$ cat config.mk
export PLATFORM = sky130hd
export DESIGN_NAME = sleep_seq
export DESIGN_NICKNAME = d
export VERILOG_FILES = /design/src/rtl/sleep_seq_pkg.sv /design/src/rtl/sleep_sync.sv /design/src/rtl/phase_timer.sv /design/src/rtl/sleep_seq.sv
export SDC_FILE = /design/constraint.sdc
export NUM_CORES = 1
export LEC_CHECK = 0
export ABC_AREA = 1
export BUFFER_PORTS_ARGS = -buffer_cell sky130_fd_sc_hd__buf_2
export CAP_MARGIN = 20
export CORE_AREA = 4 4 41 43
export CTS_BUF_LIST = sky130_fd_sc_hd__clkbuf_16
export DETAILED_ROUTE_END_ITERATION = 7
export DIE_AREA = 0 0 45 47
export PLACE_DENSITY = 0.79
export SYNTH_ARGS = -nofsm -noshare
export SYNTH_HDL_FRONTEND = slang
export SYNTH_SLANG_ARGS = --single-unit
$ cat constraint.sdc
create_clock -name clk -period 1.45 [get_ports clk]
set_input_delay 0.0725 -clock clk [delete_from_list [all_inputs] [get_ports clk]]
set_output_delay 0.0725 -clock clk [all_outputs]
set_load 0.05 [all_outputs]
$ cat src/rtl/sleep_seq_pkg.sv
// Shared types for the sleep-mode sequencer.
package sleep_seq_pkg;
    typedef enum logic [2:0] {
        ST_AWAKE    = 3'd0,
        ST_ENTERING = 3'd1,
        ST_ASLEEP   = 3'd2,
        ST_EXITING  = 3'd3,
        ST_RECOVERY = 3'd4
    } sleep_state_t;
endpackage

$ cat src/rtl/sleep_sync.sv
// Multi-flop synchroniser for one asynchronous level input.
// Assumes STAGES >= 2. Reset clears all stages to the awake level.
module sleep_sync #(
    parameter int STAGES = 2
) (
    input  logic clk,
    input  logic rst_n,
    input  logic async_in,
    output logic sync_out
);
    logic [STAGES-1:0] chain;

    // Shift the raw level through the flop chain.
    always_ff @(posedge clk) begin
        if (!rst_n) chain <= '0;
        else        chain <= {chain[STAGES-2:0], async_in};
    end

    assign sync_out = chain[STAGES-1];
endmodule

$ cat src/rtl/phase_timer.sv
// Counts clocks while enabled and clears when disabled.
// done is high in the LIMIT-th consecutive enabled cycle. Assumes LIMIT >= 1.
module phase_timer #(
    parameter int LIMIT = 2
) (
    input  logic clk,
    input  logic rst_n,
    input  logic en,
    output logic done
);
    localparam int CW = (LIMIT < 2) ? 1 : $clog2(LIMIT + 1);
    localparam logic [CW-1:0] LAST = CW'(LIMIT - 1);

    logic [CW-1:0] cnt;

    // Advance while enabled, wrap at the last count, clear otherwise.
    always_ff @(posedge clk) begin
        if (!rst_n || !en) cnt <= '0;
        else if (done)     cnt <= '0;
        else               cnt <= cnt + 1'b1;
    end

    assign done = en && (cnt == LAST);


    cnt_range_chk: assert property (@(posedge clk) disable iff (!rst_n)
        cnt <= LAST);
endmodule

$ cat src/rtl/sleep_seq.sv
// Sleep-mode sequencer: synchronises the sleep pin and runs the
// awake, entering, asleep, exiting and recovery phases. It gates access
// strobes and array writes, and flags dropped accesses and strobe activity
// while inhibited. Assumes array retention is provided by the storage itself.
module sleep_seq
    import sleep_seq_pkg::*;
#(
    parameter int SYNC_STAGES  = 2,
    parameter int PHASE_CYCLES = 2,
    parameter int RECOV_CYCLES = 8
) (
    input  logic clk,
    input  logic rst_n,
    input  logic sleep_pin,
    input  logic chip_sel,
    input  logic strb_a,
    input  logic strb_b,
    input  logic wr_req,
    input  logic access_pend,
    output logic acc_go,
    output logic array_we,
    output logic asleep,
    output logic inhibit,
    output logic pend_dropped,
    output logic proto_viol
);
    sleep_state_t state, state_nx;
    logic req_s, phase_en, phase_done, rec_en, rec_done, activity;

    sleep_sync #(.STAGES(SYNC_STAGES)) u_sync (
        .clk(clk), .rst_n(rst_n), .async_in(sleep_pin), .sync_out(req_s)
    );

    assign phase_en = (state == ST_ENTERING) || (state == ST_EXITING);
    assign rec_en   = (state == ST_RECOVERY);

    phase_timer #(.LIMIT(PHASE_CYCLES)) u_phase (
        .clk(clk), .rst_n(rst_n), .en(phase_en), .done(phase_done)
    );

    phase_timer #(.LIMIT(RECOV_CYCLES)) u_recov (
        .clk(clk), .rst_n(rst_n), .en(rec_en), .done(rec_done)
    );

    // Pick the next phase; entry and recovery always run to completion.
    always_comb begin
        state_nx = state;
        unique case (state)
            ST_AWAKE:    if (req_s)      state_nx = ST_ENTERING;
            ST_ENTERING: if (phase_done) state_nx = ST_ASLEEP;
            ST_ASLEEP:   if (!req_s)     state_nx = ST_EXITING;
            ST_EXITING:  if (phase_done) state_nx = ST_RECOVERY;
            ST_RECOVERY: if (rec_done)   state_nx = ST_AWAKE;
            default:                     state_nx = ST_AWAKE;
        endcase
    end

    // Hold the phase state.
    always_ff @(posedge clk) begin
        if (!rst_n) state <= ST_AWAKE;
        else        state <= state_nx;
    end

    assign activity = chip_sel || strb_a || strb_b;
    assign inhibit  = (state != ST_AWAKE);
    assign asleep   = (state == ST_ASLEEP);
    assign acc_go   = !inhibit && chip_sel && (strb_a || strb_b);
    assign array_we = acc_go && wr_req;

    // Register the one-cycle event flags.
    always_ff @(posedge clk) begin
        if (!rst_n) begin
            pend_dropped <= 1'b0;
            proto_viol   <= 1'b0;
        end else begin
            pend_dropped <= (state == ST_AWAKE) && req_s && access_pend;
            proto_viol   <= inhibit && activity;
        end
    end


    entry_len_chk: assert property (@(posedge clk) disable iff (!rst_n)
        $rose(asleep) |-> ($past(state == ST_ENTERING) && $past(state == ST_ENTERING, 2)));


    exit_len_chk: assert property (@(posedge clk) disable iff (!rst_n)
        (state == ST_RECOVERY && $past(state) != ST_RECOVERY)
            |-> ($past(state == ST_EXITING) && $past(state == ST_EXITING, 2)));


    recov_end_chk: assert property (@(posedge clk) disable iff (!rst_n)
        (state == ST_RECOVERY && rec_done) |=> !inhibit);


    sync_hold_chk: assert property (@(posedge clk) disable iff (!rst_n)
        (state == ST_AWAKE && !req_s) |=> !inhibit);


    viol_flag_chk: assert property (@(posedge clk) disable iff (!rst_n)
        (inhibit && activity) |=> proto_viol);


    drop_pulse_chk: assert property (@(posedge clk) disable iff (!rst_n)
        pend_dropped |-> (state == ST_ENTERING && $past(access_pend)));
endmodule

==> flow_summary.json <==
{
  "place_inst": 100,
  "yosys_warnings": 0,
  "max_stage_delay_ns": 0.36,
  "vias_per_cell": 4.76,
  "cp_num_cells": 5,
  "power_leakage_nw": 0.380,
  "wl_mm": 1.20,
  "slew_viol_final": 0,
  "grt_pass1_wl_mm": 2.17,
  "grt_setup_unrepaired": "no",
  "finalSetupViolCount": 0,
  "drive_above_1_share_pct": 36.7,
  "grt_antenna_before_repair": 0,
  "syn_inst": 73,
  "diodes": 0,
  "crit_type": "reg2out",
  "grt_overflow": 0,
  "critPathRequiredTime_ns": 1.38,
  "first_iter_violations": 8,
  "p_per_area_nw_per_um2": 1880,
  "design.core.area_sq_um": 1300,
  "reg2regPathDepth": 8,
  "drt_first_pass_iters": 4,
  "synth_area_sq_um": 586,
  "start_util_pct": 45.0,
  "status": "finished clean",
  "cp_slowest_cell": "dfxtp_1",
  "boundaryPins": 14,
  "worst_pin_slew_ns": 0.282,
  "grt_max_degree": 9,
  "die_h_um": 47,
  "cts_tree": "yes",
  "crit_family": "simple AND/OR/NAND/NOR gates",
  "area_growth_pct": 32.9,
  "layout_common_cells": "12 x nand2_1, 12 x buf_2, 12 x dfxtp_1, 11 x inv_1, 10 x nor2_1",
  "post-dp-hpwl_um": 822,
  "wl_per_cell_um": 11.4,
  "ys_seq_area_share_pct": 44.4,
  "clock_path_buffers": 2,
  "core.rowCount": 13,
  "hold_buffers": 0,
  "cts_root_buf": "clkbuf_16",
  "cts_buffers": 3,
  "crit_buf_inv": 1,
  "num_vias": 500,
  "cp-start-kind": "flop",
  "clkLatencyLatePin_ns": 0.24,
  "final_cells": 105,
  "htreeDepth": 1,
  "synth_cell_types": 20,
  "r2r_slack_ns": 0.22,
  "drv_cap": 0,
  "grt_pass1_vias": 512,
  "path_cells": "nor2_4 > nand2_4 > nor3_4 > and2_4 > buf_6",
  "whs_endpoint": "u_sync.chain[0]$_SDFF_PN0_",
  "ant_nets": 0,
  "fin_crit_sh_pct": 95.0,
  "track_usage_pct": 15.3,
  "r2r-end": "state[0]$_SDFFE_PN0P_",
  "placed_cell_area_sq_um": 686,
  "hold_depth": 3,
  "arrival_ns": 1.31,
  "yosys_register_bits": 13,
  "fin_skew_ns": 0.00282,
  "drc": 0,
  "hold_start": "sleep_pin",
  "fin_area_sq_um": 778,
  "nNetsFinal": 101,
  "portBuffers": 13,
  "synth_nets": 83,
  "min_period_ns": 1.38,
  "postSynthAreaPerCell_sq_um": 8.02,
  "clock-sinks": 13,
  "crit_path_max_fanout": 4,
  "slew_headroom_pct": 81.1,
  "finalPower_mw": 1.46,
  "die_w_um": 45,
  "cp-end-kind": "output pin",
  "gp_congestion": 0.819,
  "cts.reportedPaths.clkPinSlew_ns": 0.04,
  "timing.fmax_mhz": 726,
  "ir_drop_mv": 1.45,
  "die-area_sq_um": 2120,
  "hold_viol_final": 0,
  "hold_class": "in2reg",
  "timing.rr.start": "u_recov.cnt[0]$_SDFF_PP0_"
}
## worst register-to-register path, cell delays in order, from the launching register on
cell     delay, ns
dfxtp_1       0.36
ha_1          0.19
nand2_1       0.08
nor2_2        0.13
nor2_4        0.07
nor2_4        0.11
nand2_4       0.06
nor2_1        0.09
nor2_1        0.05
## how the worst max path moves through the flow
| stage | from | endpoint |
|---|---|---|
| floorplan | state[2]$_SDFFE_PN0P_ | array_we |
| global placement | state[2]$_SDFFE_PN0P_ | array_we |
| detailed placement | state[2]$_SDFFE_PN0P_ | array_we |
| CTS | state[0]$_SDFFE_PN0P_ | array_we |
| global route | state[0]$_SDFFE_PN0P_ | array_we |
| finish | state[0]$_SDFFE_PN0P_ | array_we |
## power breakdown
group / internal, mW / total (mW) / leakage [nW] / switching [mW]
registers: 0.399 / 0.436 / 0.106 / 0.0372
clock network: 0.363 / 0.509 / 0.0423 / 0.146
logic: 0.161 / 0.515 / 0.232 / 0.354
## metal layers
metal | wire length, um | global-route usage, % | vias to the layer above
met4 | 31 | 10.5 | 0
met3 | 46 | 6.90 | 4
li1 | - | - | 258
met5 | 0 | 0 | -
met1 | 432 | 14.1 | 232
met2 | 691 | 26.8 | 6
## layout make-up
type | instances | area, sq um
fillers | 123 | 523
multi-input cells | 46 | 292
flip-flops and latches | 13 | 262
repair buffers | 14 | 78.8
clock buffers | 3 | 75.1
inverters | 13 | 48.8
well taps | 15 | 18.8
clock inverters | 1 | 3.75
## cell usage after synthesis
library cell	number	area, sq um
nand3_2	1	10.0
nor2_1	10	37.5
nand2_2	1	6.26
clkbuf_1	1	3.75
nor2_4	2	22.5
nand2_1	12	45.0
a21oi_1	2	10.0
ha_1	2	25.0
nor3_2	2	20.0
inv_2	3	11.3
nor2_2	2	12.5
inv_1	10	37.5
dfxtp_1	13	260
xor2_1	1	8.76
a21oi_2	1	8.76
nor3b_2	1	12.5
and2_1	1	6.26
nand3_1	6	30.0
nand2_4	1	11.3
nand4_1	1	6.26
## kinds of logic after synthesis
kind of cell / count (synthesis) / synth area share (%)
AOI/OAI and AO/OA: 3 / 3.21
xor gates and xnor gates: 1 / 1.50
adders and majority gates: 2 / 4.27
buffers and inverters: 14 / 8.97
DFF: 13 / 44.4
and+or+nand+nor: 40 / 37.6
## repair_timing
item / CTS / global route
gates resized for setup: 1 / 1
buffers inserted: 1 / 0
pin swaps: 1 / 1
hold endpoints to repair: 0 / 0
setup endpoints to repair: 1 / 1
## state kept, by name (all words and copies together) (netlist names)
signal and cells:
u_phase.cnt 2, u_recov.cnt 4, state 3, pend_dropped 1, proto_viol 1, u_sync.chain 2
## per-stage QoR
stage	TNS, ns	hold WS [ns]	setup slack, ns	utilization (%)
after floorplan	-0.130	0.170	-0.130	-
after global placement	0	0.256	0.227	52.7
after detailed placement	0	0.259	0.202	52.7
after CTS	0	0.0320	0.00853	59.5
after global routing	0	0.0654	0.00448	59.8
final	0	0.0230	0.0723	59.8
No activity file was read; power rests on OpenSTA's default activity.
